[src/rtl/arr_decoder_pkg.sv]
package arr_decoder_pkg;
  localparam int unsigned VARS_DEFAULT  = 3;
  localparam int unsigned LINES_DEFAULT = 8;

  function automatic int unsigned word_width(input int unsigned n_vars);
    return 2 * n_vars + 1;
  endfunction
endpackage

[src/rtl/dec_rails.sv]
module dec_rails #(
  parameter int unsigned N_VARS = 3
) (
  input  logic [N_VARS-1:0] vars_i,
  output logic [N_VARS-1:0] true_o,
  output logic [N_VARS-1:0] comp_o
);
  always_comb begin
    true_o = vars_i;
    comp_o = ~vars_i;
  end
endmodule

[src/rtl/dec_pers.sv]
module dec_pers #(
  parameter int unsigned N_VARS  = 3,
  parameter int unsigned N_LINES = 8,
  localparam int unsigned CW = 2 * N_VARS + 1,
  localparam int unsigned AW = (N_LINES > 1) ? $clog2(N_LINES) : 1
) (
  input  logic                  clk,
  input  logic                  rst,
  input  logic                  we_i,
  input  logic [AW-1:0]         addr_i,
  input  logic [CW-1:0]         word_i,
  output logic [N_LINES*CW-1:0] flat_o
);
  logic [CW-1:0] store_q [N_LINES];

  always_ff @(posedge clk) begin
    if (rst) begin
      for (int i = 0; i < N_LINES; i++) store_q[i] <= '0;
    end else if (we_i && (32'(addr_i) < N_LINES)) begin
      store_q[addr_i] <= word_i;
    end
  end

  for (genvar g = 0; g < N_LINES; g++) begin : g_flat
    assign flat_o[g*CW +: CW] = store_q[g];
  end
endmodule

[src/rtl/dec_term.sv]
module dec_term #(
  parameter int unsigned N_VARS = 3,
  localparam int unsigned CW = 2 * N_VARS + 1
) (
  input  logic [N_VARS-1:0] true_i,
  input  logic [N_VARS-1:0] comp_i,
  input  logic [CW-1:0]     word_i,
  output logic              hit_o
);
  logic [N_VARS-1:0] en_t, en_c;
  logic              off, none;

  always_comb begin
    en_t  = word_i[N_VARS-1:0];
    en_c  = word_i[2*N_VARS-1:N_VARS];
    off   = word_i[2*N_VARS];
    none  = ~|word_i[2*N_VARS-1:0];
    hit_o = ~off & ~none & (&(true_i | ~en_t)) & (&(comp_i | ~en_c));
  end
endmodule

[src/rtl/arr_decoder.sv]
module arr_decoder
  import arr_decoder_pkg::*;
#(
  parameter int unsigned N_VARS  = VARS_DEFAULT,
  parameter int unsigned N_LINES = LINES_DEFAULT,
  localparam int unsigned CW      = 2 * N_VARS + 1,
  localparam int unsigned LINE_AW = (N_LINES > 1) ? $clog2(N_LINES) : 1
) (
  input  logic               clk,
  input  logic               rst,
  input  logic [N_VARS-1:0]  vars_i,
  input  logic               cfg_we_i,
  input  logic [LINE_AW-1:0] cfg_line_i,
  input  logic [CW-1:0]      cfg_word_i,
  output logic [N_LINES-1:0] lines_o
);
  logic [N_VARS-1:0]     rail_t, rail_c;
  logic [N_LINES*CW-1:0] pers_flat;
  logic [N_LINES-1:0]    hit;

  dec_rails #(.N_VARS(N_VARS)) u_rails (
    .vars_i (vars_i),
    .true_o (rail_t),
    .comp_o (rail_c)
  );

  dec_pers #(.N_VARS(N_VARS), .N_LINES(N_LINES)) u_pers (
    .clk    (clk),
    .rst    (rst),
    .we_i   (cfg_we_i),
    .addr_i (cfg_line_i),
    .word_i (cfg_word_i),
    .flat_o (pers_flat)
  );

  for (genvar g = 0; g < N_LINES; g++) begin : g_line
    dec_term #(.N_VARS(N_VARS)) u_term (
      .true_i (rail_t),
      .comp_i (rail_c),
      .word_i (pers_flat[g*CW +: CW]),
      .hit_o  (hit[g])
    );
  end

  always_ff @(posedge clk) begin
    if (rst) lines_o <= '0;
    else     lines_o <= hit;
  end
endmodule

[config.mk]
export PLATFORM = sky130hd
export DESIGN_NAME = arr_decoder
export DESIGN_NICKNAME = d
export VERILOG_FILES = /design/src/rtl/arr_decoder_pkg.sv /design/src/rtl/dec_rails.sv /design/src/rtl/dec_pers.sv /design/src/rtl/dec_term.sv /design/src/rtl/arr_decoder.sv
export SDC_FILE = /design/constraint.sdc
export NUM_CORES = 1
export LEC_CHECK = 0
export BUFFER_PORTS_ARGS = -buffer_cell sky130_fd_sc_hd__buf_2
export CAP_MARGIN = 20
export CORE_MARGIN = 4
export CORE_UTILIZATION = 50
export CTS_CLUSTER_DIAMETER = 100
export DETAILED_ROUTE_END_ITERATION = 8
export PLACE_DENSITY = 0.71
export SETUP_SLACK_MARGIN = 0.1
export SYNTH_ARGS = -nofsm -noshare
export SYNTH_HDL_FRONTEND = slang
export SYNTH_SLANG_ARGS = --single-unit
[constraint.sdc]
create_clock -name clk -period 1.6 [get_ports clk]
set_clock_uncertainty 0.2 [all_clocks]
set_input_delay 0.16 -clock clk [delete_from_list [all_inputs] [get_ports clk]]
set_output_delay 0.16 -clock clk [all_outputs]
set_load 0.02 [all_outputs]
==> results of run 1 <==
[final cells by class]
type                       instances  area, um2
clock inverter                     6       60.1
sequential                        64       1840
timing repair buffer              33        190
fill                             427       2190
clock buffer                      10        128
multi-input combinational        149       1000
tap                               72       90.1
[stage by stage]
step                      setup slack [ns]  setup TNS [ns]
after global placement              0.0234               0
after global routing                0.0991               0
after CTS                            0.130               0
final                                0.132               0
after detailed placement           0.00969               0
after floorplan                  -0.000233        -0.00163
[sequential cells by signal (all words and copies together) (netlist names)]
register        count
u_pers.store_q     56
lines_o             8
[worst register-to-register path: stages, from the launching register on]
cell	delay, ns
edfxtp_1	0.39
or4_1	0.55
nor3_2	0.13
nor3_1	0.09
[worst max path at each step]
stage / endpoint / cells after the start
floorplan: u_pers.store_q[0][0]$_SDFFCE_PN0P_ / 4
global placement: u_pers.store_q[0][1]$_SDFFCE_PN0P_ / 4
detailed placement: u_pers.store_q[0][2]$_SDFFCE_PN0P_ / 4
CTS: lines_o[7]$_SDFF_PP0_ / 3
global route: lines_o[3]$_SDFF_PP0_ / 3
finish: lines_o[3]$_SDFF_PP0_ / 3
[report_power, final]
part | leakage (nW) | switching, mW | internal, mW
sequential | 0.601 | 0.0442 | 1.91
combinational | 0.588 | 0.145 | 0.0936
clock | 0.0920 | 0.592 | 0.711
total | 1.28 | 0.782 | 2.72
[kinds of logic after synthesis]
kind of cell	after synthesis	share of synthesized area [%]
AND/OR/NAND/NOR	125	25.7
flip-flops	64	64.8
multiplexers	24	8.45
buffers and inverters	5	1.06
[per-layer routing]
layer	global-route usage [%]	up-vias	wire length [um]
li1	-	854	-
met1	21.2	816	2470
met2	26.0	39	2480
met3	3.17	9	214
met4	7.60	0	69
met5	0	-	0
[cells in the final DEF, fill, tap and decap left out]
| cell type | Yosys | final |
|---|---|---|
| and2_1 | 56 | 56 |
| buf_2 | 3 | 23 |
| buf_4 | 0 | 10 |
| bufinv_16 | 0 | 1 |
| clkbuf_1 | 1 | 1 |
| clkbuf_8 | 0 | 9 |
| clkinv_2 | 0 | 3 |
| clkinvlp_4 | 0 | 2 |
| dfxtp_1 | 8 | 8 |
| edfxtp_1 | 56 | 56 |
| mux2i_1 | 24 | 24 |
| nand2_1 | 17 | 17 |
| nand2b_1 | 2 | 2 |
| nand3b_1 | 1 | 1 |
| nor2_1 | 11 | 11 |
| nor2_4 | 3 | 3 |
| nor3_1 | 17 | 12 |
| nor3_2 | 0 | 5 |
| nor3_4 | 1 | 1 |
| or2_2 | 8 | 5 |
| or2_4 | 0 | 3 |
| or3b_4 | 1 | 1 |
| or4_1 | 8 | 8 |
==> metrics.md, run 1 <==
| Metric | Value |
|---|---|
| Status | `finished, final reports clean` |
| FMAX | `681 MHz` |
| Antenna violation net count after detailed routing | `0` |
| Post-synth ARST share | `0%` |
| DP Cell Count | `318` |
| DR vias/cell | `5.14` |
| Critical-path top delay cell | `or4_1` |
| Cts bufs inserted | `9` |
| Reg-to-reg endpoint | `lines_o[3]$_SDFF_PP0_` |
| Synth top area cells | `edfxtp_1, and2_1, mux2i_1, dfxtp_1, nor3_1` |
| CTS tree | `yes` |
| Net count, final | `273` |
| Worst Hold Path EP | `u_pers.store_q[7][6]$_SDFFCE_PN0P_` |
| Clock-pin slew on the worst setup and hold paths | `0.07 ns` |
| Core area | `5510 um2` |
| # rows | `27` |
| Placed Area | `3110 um2` |
| # IOs | `24` |
| Relative slew slack | `77.5%` |
| CP cell instances | `or4_1, nor3_2, nor3_1` |
| Post-Route WL | `5230 um` |
| CP Launch Point | `u_pers.store_q[3][3]$_SDFFCE_PN0P_` |
| Post-cts resize count | `0` |
| Avg Cell Area, Syn | `13.0 um2` |
| Max Cap Viol | `0` |
| Clock Path Buffers | `2` |
| Setup CP Type | `reg2reg` |
| Synth top cells by count | `and2_1, edfxtp_1, mux2i_1, nand2_1, nor3_1` |
| Min Hold Slack | `0.0380 ns` |
| Residual DRC | `0` |
| Startpoint Class | `flop` |
| Post-Layout Cell Count | `334` |
| Reg2Reg Launch Point | `u_pers.store_q[3][3]$_SDFFCE_PN0P_` |
| WHS Path Cells | `2` |
| Cells after synthesis | `218` |
| CTS Root Cell | `clkbuf_8` |
| Post-synth EDFFs | `56` |
| Max-slew violations | `0` |
| Initial Util | `51.6%` |
| Area grow syn2layout | `16.5%` |
| Diodes inserted | `0` |
| Final Util | `60.2%` |
| Fin crit share | `91.8%` |
| Yosys top cell area share | `59.1%` |
| Initial drt markers | `90` |
| Mapped Nets | `234` |
| Type of the tightest min-delay check | `in2reg` |
| Synth Register Bits | `64` |
| Sequential element share of the synthesized area | `64.8%` |
| Die Ht | `83.4 um` |
| Vias in the first global route | `1739` |
| Hold Fails Final Rpt | `0` |
| Lkg Pwr | `1.28 nW` |
| CP endpoint kind | `flop` |
| Maximum VDD drop | `0.624 mV` |
| Most used DFF post-synth | `edfxtp_1` |
| First-pass GRT wire length | `8430 um` |
| Final min period | `1.47 ns` |
| Clk sinks | `64` |
| Via count | `1718` |
| GRT overflow | `0` |
| Drt pass-1 iters | `4` |
| Die area | `6960 um2` |
| CTS Hold Bufs | `0` |
| Post-synth top area cell | `edfxtp_1` |
| Overall power | `3.50 mW` |
| Hpwl dp | `3450 um` |
| Reg2reg setup slack | `0.13 ns` |
| RSZ-0062 raised after global routing | `no` |
| Largest net degree at the start of global routing | `12` |
| Port buffer count | `23` |
| Final RePlAce weighted congestion | `0.764` |
| Worst Tran Pin Value | `0.337 ns` |
| Buf/Inv on CP | `0` |
| Hold Crit Start | `cfg_word_i[6]` |
| Post-CTS Setup Bufs | `0` |
| Total GRT Usage | `16.2%` |
| Worst r2r path cells | `3` |
| Crit path arrival time | `1.49 ns` |
| Synth Warn # | `0` |
| Post-route cell area | `3310 um2` |
| Antenna violations before repair | `0` |
| Wire per inst | `15.6 um` |
| Share of layout cells above drive strength 1 | `25.2%` |
| Critical path required time | `1.62 ns` |
| Synthesized area | `2840 um2` |
| Crit path max fanout | `2` |
| Max stage delay on crit path | `0.55 ns` |
| Worst-Skew Late Latency | `0.33 ns` |
| CP delay by family, top | `simple AND/OR/NAND/NOR gates` |
| H-tree Lvls | `3` |
| Die width | `83.4 um` |
| Cell variety after synth | `17` |
| Setup Viol. Count Final | `0` |
| PD cells | `1060 nW/um2` |
No activity file was read; power rests on OpenSTA's default activity.
==> inputs of run 2 (changes only) <==
--- a/config.mk
+++ b/config.mk
@@ -15,4 +15,5 @@
 export SETUP_SLACK_MARGIN = 0.1
 export SYNTH_ARGS = -nofsm -noshare
 export SYNTH_HDL_FRONTEND = slang
+export SYNTH_HIERARCHICAL = 1
 export SYNTH_SLANG_ARGS = --single-unit
==> metrics.md, run 2 <==
| Metric | Value |
|---|---|
| DR vias/cell | `5.53 (+7.5%)` |
| Relative slew slack | `73.4% (-4.2 points)` |
| Yosys top cell area share | `57.3% (-1.9 points)` |
| Most used DFF post-synth | `edfxtp_1` |
| Max-slew violations | `0 (unchanged)` |
| RSZ-0062 raised after global routing | `yes` |
| Max Cap Viol | `0 (unchanged)` |
| Final min period | `1.62 ns (+0.151 ns)` |
| Setup Viol. Count Final | `3 (+3)` |
| CP Launch Point | `u_pers/store_q[5][4]$_SDFFCE_PN0P_` |
| Type of the tightest min-delay check | `in2reg` |
| Sequential element share of the synthesized area | `62.7% (-2.0 points)` |
| Fin crit share | `101% (+9.4 points)` |
| Hold Crit Start | `rst` |
| Post-CTS Setup Bufs | `0 (unchanged)` |
| Clock Power Share | `40.1% (+2.8 points)` |
| Place WS | `-0.0698 ns (-0.0795 ns)` |
| Int Pwr | `3.00 mW (+10%)` |
| Drt pass-1 iters | `4 (unchanged)` |
| Cts bufs inserted | `9 (unchanged)` |
| Wire per inst | `17.1 um (+9.6%)` |
| Combinational share of power | `9.0% (+2.2 points)` |
| Synth Warn # | `6 (+6)` |
| Maximum VDD drop | `0.648 mV (+3.9%)` |
| Hpwl dp | `4410 um (+28%)` |
| # rows | `27 (unchanged)` |
| CTS tree | `yes` |
| Reg power frac | `50.9% (-5.0 points)` |
| Core area | `5610 um2 (+1.8%)` |
| Worst Tran Pin Value | `0.399 ns (+0.0624 ns)` |
| Die Ht | `84.6 um (+1.5%)` |
| Cell variety after synth | `18 (+1)` |
| Port buffer count | `23 (unchanged)` |
| H-tree Lvls | `3 (unchanged)` |
| PD cells | `1090 nW/um2 (+2.9%)` |
| Initial Util | `52.4% (+0.72 points)` |
| Synth Register Bits | `64 (unchanged)` |
| Post-synth ARST share | `0% (unchanged)` |
| Post-synth EDFFs | `56 (unchanged)` |
| Synth top area cells | `edfxtp_1, nor2b_1, nor2_1, dfxtp_1, or4_1` |
| Reg2Reg Launch Point | `u_pers/store_q[5][4]$_SDFFCE_PN0P_` |
| Clock-pin slew on the worst setup and hold paths | `0.07 ns (about the same)` |
| Area grow syn2layout | `21.3%` |
| Diodes inserted | `0 (unchanged)` |
| Post-synth top area cell | `edfxtp_1` |
| Crit path max fanout | `2 (unchanged)` |
| Top flop regs | `u_pers/store_q x56, lines_o x8` |
| CP endpoint kind | `flop` |
| Die width | `84.6 um (+1.5%)` |
| Residual DRC | `0 (unchanged)` |
| Net count, final | `315 (+15%)` |
| Psw | `872 uW (+12%)` |
| Avg Cell Area, Syn | `11.3 um2 (-14%)` |
| Largest net degree at the start of global routing | `26 (+14)` |
| Antenna violations before repair | `0 (unchanged)` |
| Clock Path Buffers | `2 (unchanged)` |
| Reg with most FFs | `u_pers/store_q` |
| Antenna violation net count after detailed routing | `0 (unchanged)` |
| Final Util | `63.5% (+3.4 points)` |
| Layout fillers | `493 (+15%)` |
| Crit path arrival time | `1.68 ns (+0.19 ns)` |
| Vias in the first global route | `2011 (+16%)` |
| Status | `complete, but fails checks` |
| Initial drt markers | `204 (+130%)` |
| Total GRT Usage | `19.2% (+3.0 points)` |
| Worst-Skew Late Latency | `0.33 ns (about the same)` |
| Largest register FFs | `56 (unchanged)` |
| Switch share | `22.5% (+0.19 points)` |
| First-pass GRT wire length | `10400 um (+23%)` |
| Die area | `7160 um2 (+2.9%)` |
| Synth top cells by count | `edfxtp_1, nor2_1, nor2b_1, inv_1, or4_1` |
| Cells after synthesis | `261 (+20%)` |
| FMAX | `618 MHz (-9.3%)` |
| Startpoint Class | `flop` |
| Via count | `2080 (+21%)` |
| Lkg Pwr | `1.31 nW (+2.2%)` |
| Most frequent cells in the layout | `nor2_1, edfxtp_1, nor2b_1, buf_2, inv_1` |
| GRT overflow | `0 (unchanged)` |
| Share of layout cells above drive strength 1 | `26.0% (+0.80 points)` |
| Clk sinks | `64 (unchanged)` |
| Hold Fails Final Rpt | `0 (unchanged)` |
| CTS Root Cell | `clkbuf_8` |
| Final RePlAce weighted congestion | `0.765 (+0.12%)` |
| Synthesized area | `2940 um2 (+3.3%)` |
| Mapped Nets | `277 (+18%)` |
| # IOs | `24 (unchanged)` |
| FF/Latch Area | `1840 um2 (unchanged)` |
| Area occupied by multi-input gates | `1070 um2 (+6.4%)` |
| Failing checks | `negative setup slack` |
| Critical path required time | `1.66 ns (+0.04 ns)` |
| Slack of the critical path | `-0.0194 ns (-0.151 ns)` |
| Post-Route WL | `6450 um (+23%)` |
| Setup CP Type | `reg2reg` |
[run 2: stage by stage]
step                      setup TNS [ns]  instances  instance area (um2)  hold slack [ns]  total power [mW]
after CTS                      -0.000163        376                 3470           0.0174              3.87
after global placement            -0.270        360                 3230            0.350              2.31
after floorplan                        0        261                 2950           0.0316              2.18
after detailed placement          -0.417        360                 3230            0.366              2.32
after global routing              -0.505        376                 3560           0.0269              4.03
final                            -0.0350        376                 3560           0.0270              3.87
[run 2: path summary, 6_finish.rpt]
check	slack [ns]	to	cells after the start
min reg2reg	0.41	lines_o[6]$_SDFF_PP0_	3
max reg2reg	-0.02	lines_o[5]$_SDFF_PP0_	4
min	0.03	lines_o[0]$_SDFF_PP0_	2
max	-0.02	lines_o[5]$_SDFF_PP0_	4
[run 2: power by group through the flow]
stage                     sequential (mW)  clock, mW  combinational (mW)
after global routing                 1.98       1.66               0.380
final                                1.97       1.55               0.346
after global placement               1.99          0               0.312
after detailed placement             2.00          0               0.320
after floorplan                      1.99          0               0.193
after CTS                            1.96       1.58               0.322
[run 2: what timing repair did]
action / 4_1_cts / 5_1_grt
hold buffers: 0 / 0
resized for setup: 3 / 17
pin swaps: 8 / 2
hold endpoints to repair: 0 / 0
endpoints found under the setup margin: 8 / 8
[run 2: kinds of logic (layout without fill, tap and decap cells)]
group	Yosys count	in the layout	share of synthesized area [%]
compound gates	16	16	3.75
flops	64	64	62.7
buf+inv	33	76	4.81
simple gates	148	148	28.7
[run 2: critical path, cell delays in order (launching register included)]
cell	delay, ns
edfxtp_1	0.38
nor2b_1	0.14
or4_1	0.50
nor4_1	0.20
nor2b_1	0.16
[run 2: layer usage]
layer / up-vias / part of all wire, % / track usage (%)
met1: 1011 / 44 / 26.7
li1: 999 / - / -
met3: 2 / 6.7 / 4.51
met5: - / 0 / 0
met2: 68 / 49 / 29.8
met4: 0 / 0.59 / 6.04
[run 2: cell type report]
| type | instances | share of cell area (%) |
|---|---|---|
| Sequential cell | 64 | 51.7 |
| Multi-Input combinational cell | 164 | 30.0 |
| Timing Repair Buffer | 41 | 7.37 |
| Clock buffer | 10 | 3.86 |
| Clock inverter | 6 | 2.56 |
| Tap cell | 72 | 2.53 |
| Inverter | 19 | 2.00 |
==> inputs of run 3 (changes only) <==
--- a/config.mk
+++ b/config.mk
@@ -5,6 +5,7 @@
 export SDC_FILE = /design/constraint.sdc
 export NUM_CORES = 1
 export LEC_CHECK = 0
+export ABC_AREA = 1
 export BUFFER_PORTS_ARGS = -buffer_cell sky130_fd_sc_hd__buf_2
 export CAP_MARGIN = 20
 export CORE_MARGIN = 4
@@ -13,6 +14,7 @@
 export DETAILED_ROUTE_END_ITERATION = 8
 export PLACE_DENSITY = 0.71
 export SETUP_SLACK_MARGIN = 0.1
+export SLEW_MARGIN = 30
 export SYNTH_ARGS = -nofsm -noshare
 export SYNTH_HDL_FRONTEND = slang
 export SYNTH_HIERARCHICAL = 1
==> metrics.md, run 3 <==
| Metric | Value |
|---|---|
| Wire per inst | `14.4 um (-16%)` |
| Setup Viol. Count Final | `0 (-3)` |
| Worst-Skew Late Latency | `0.35 ns (+0.02 ns)` |
| Clock-pin slew on the worst setup and hold paths | `0.07 ns (about the same)` |
| Antenna violation net count after detailed routing | `0 (unchanged)` |
| Synth Register Bits | `64 (unchanged)` |
| Simple-Gate Fraction of Synth Area | `28.2% (-0.55 points)` |
| Worst Tran Pin Value | `0.404 ns (+0.00451 ns)` |
| Port buffer count | `23 (unchanged)` |
| PD cells | `1010 nW/um2 (-6.7%)` |
| Antenna violations before repair | `0 (unchanged)` |
| Largest net degree at the start of global routing | `15 (-42%)` |
| # IOs | `24 (unchanged)` |
| Placed Area | `3470 um2 (+7.5%)` |
| Mapped Nets | `364 (+31%)` |
| Post-synth ARST share | `0% (unchanged)` |
| Synthesized area | `3160 um2 (+7.7%)` |
| Core area | `6030 um2 (+7.5%)` |
| Synth top area cells | `edfxtp_1, inv_1, nor3_1, nor2_1, nand2_1` |
| Final min period | `1.23 ns (-0.393 ns)` |
| RSZ-0062 raised after global routing | `no` |
| Clock Path Buffers | `2 (unchanged)` |
| Drt pass-1 iters | `4 (unchanged)` |
| GRT overflow | `0 (unchanged)` |
| Post-synthesis xor/xnor area fraction | `0% (unchanged)` |
| Die area | `7660 um2 (+7.0%)` |
| Post-synth EDFFs | `56 (unchanged)` |
| Max Cap Viol | `0 (unchanged)` |
| H-tree Lvls | `3 (unchanged)` |
| Fin crit share | `76.7% (-25 points)` |
| Crit path arrival time | `1.29 ns (-0.39 ns)` |
| Yosys top cell area share | `53.2% (-4.1 points)` |
| Post-cts resize count | `0 (-3)` |
| CTS tree | `yes` |
| Setup TNS | `0 ns (+0.0350 ns)` |
| Status | `finished, final reports clean` |
| Type of the tightest min-delay check | `in2reg` |
| CP endpoint kind | `flop` |
| Post-synth top area cell | `edfxtp_1` |
| Top flop regs | `u_pers/store_q x56, lines_o x8` |
| Startpoint Class | `flop` |
| CTS Root Cell | `clkbuf_8` |
| Cell variety after synth | `16 (-2)` |
| Lkg Pwr | `1.62 nW (+23%)` |
| Residual DRC | `0 (unchanged)` |
| Clk sinks | `64 (unchanged)` |
| Initial Util | `52.5% (+0.13 points)` |
| Max-slew violations | `0 (unchanged)` |
| Maximum VDD drop | `0.914 mV (+41%)` |
| First-pass GRT wire length | `11200 um (+8.2%)` |
| Initial drt markers | `179 (-12%)` |
| Cells after synthesis | `348 (+33%)` |
| Complex-gate fraction of the synthesized area | `3.16% (-0.58 points)` |
| Setup CP Type | `reg2reg` |
| Commonest non-fill, non-tap cell in the layout | `inv_1` |
| Final RePlAce weighted congestion | `0.858 (+12%)` |
| Area grow syn2layout | `16.8%` |
| Net count, final | `412 (+31%)` |
| Via count | `2325 (+12%)` |
| Hpwl dp | `5020 um (+14%)` |
| Most used DFF post-synth | `edfxtp_1` |
| Diodes inserted | `0 (unchanged)` |
| Layout fillers | `528 (+7.1%)` |
| Largest family of logic cells by synthesized area | `simple AND/OR/NAND/NOR gates` |
| Largest register FFs | `56 (unchanged)` |
| Hold Fails Final Rpt | `0 (unchanged)` |
| Post-route cell area | `3690 um2 (+3.7%)` |
| FMAX | `815 MHz (+32%)` |
| Adder-cell share of the synthesized area | `0% (unchanged)` |
| Vias in the first global route | `2308 (+15%)` |
| Reg with most FFs | `u_pers/store_q` |
| Avg Cell Area, Syn | `9.09 um2 (-19%)` |
| Cts bufs inserted | `9 (unchanged)` |
| Sequential element share of the synthesized area | `58.2% (-4.5 points)` |
| Crit path max fanout | `2 (unchanged)` |
| Mux share of post-synthesis cell area | `0% (unchanged)` |
| Most common cell in the netlist | `inv_1` |
| Post-Route WL | `6860 um (+6.4%)` |
| Die width | `87.5 um (+3.4%)` |
| # rows | `28 (+3.7%)` |
| Synth Warn # | `6 (unchanged)` |
| Die Ht | `87.5 um (+3.4%)` |
| Min Hold Slack | `0.0955 ns (+0.0685 ns)` |
| Share of layout cells above drive strength 1 | `26.4% (+0.45 points)` |
| Synth top cells by count | `inv_1, edfxtp_1, nor2_1, nand2_1, nor3_1` |
| Relative slew slack | `73.0% (-0.31 points)` |
| Most frequent cells in the layout | `inv_1, edfxtp_1, nor2_1, nand2_1, nor3_1` |
| Total GRT Usage | `20.6% (+1.4 points)` |
| Critical path required time | `1.66 ns (about the same)` |
| DR vias/cell | `4.88 (-12%)` |
==> run 3: final cells by class <==
type	instances	area (um2)	share of cell area [%]
sequential	64	1840	49.9
multi-input combinational	203	991	26.8
timing repair buffer	47	300	8.13
inverter	71	267	7.22
clock buffer	13	159	4.30
tap	75	93.8	2.54
clock inverter	3	41.3	1.12
==> run 3: repair_timing <==
| item | CTS | global route |
|---|---|---|
| endpoints found under the hold margin | 4 | 0 |
| setup endpoints to repair | 0 | 0 |
| setup buffers | 0 | 0 |
| hold buffers | 2 | 0 |
==> run 3: final timing paths <==
path                                                          from                                 end  slack, ns  depth (start not counted)
worst max-delay path            u_pers/store_q[2][0]$_SDFFCE_PN0P_               lines_o[2]$_SDFF_PP0_       0.37                          5
worst min-delay path                                 cfg_word_i[4]  u_pers/store_q[6][4]$_SDFFCE_PN0P_        0.1                          3
worst max register to register  u_pers/store_q[2][0]$_SDFFCE_PN0P_               lines_o[2]$_SDFF_PP0_       0.37                          5
worst min register to register  u_pers/store_q[3][6]$_SDFFCE_PN0P_               lines_o[3]$_SDFF_PP0_       0.39                          5
==> run 3: through the flow <==
stage	power [mW]	worst slack [ns]	cells	utilization, %
after floorplan	2.25	-0.0662	348	-
final	3.74	0.373	476	61.3
after CTS	3.78	0.347	476	61.3
after global routing	3.92	0.285	476	61.3
after global placement	2.38	0.0722	458	57.6
after detailed placement	2.39	0.0769	458	57.6
==> run 3: cell families after synthesis <==
group,count (synthesis)
DFF,64
AOI/OAI and AO/OA,14
and+or+nand+nor,189
buffers and inverters,81
==> run 3: report_power, final <==
part / switching [mW] / leakage [nW] / internal, mW
registers: 0.0543 / 0.602 / 1.91
clock network: 0.580 / 0.0973 / 0.800
logic: 0.254 / 0.919 / 0.135
==> run 3: per-layer routing <==
layer	track usage [%]	vias to the layer above	share of wire, %
met1	24.4	1080	42
li1	-	1198	-
met2	34.4	38	52
met4	10.5	0	1.6
met3	5.74	9	4.9
met5	0	-	0
==> run 3: critical path, stage by stage, from the launching register on <==
cell,delay [ns]
edfxtp_1,0.40
a21oi_2,0.15
nand3_1,0.09
nor2_2,0.11
inv_1,0.05
nor2_1,0.14
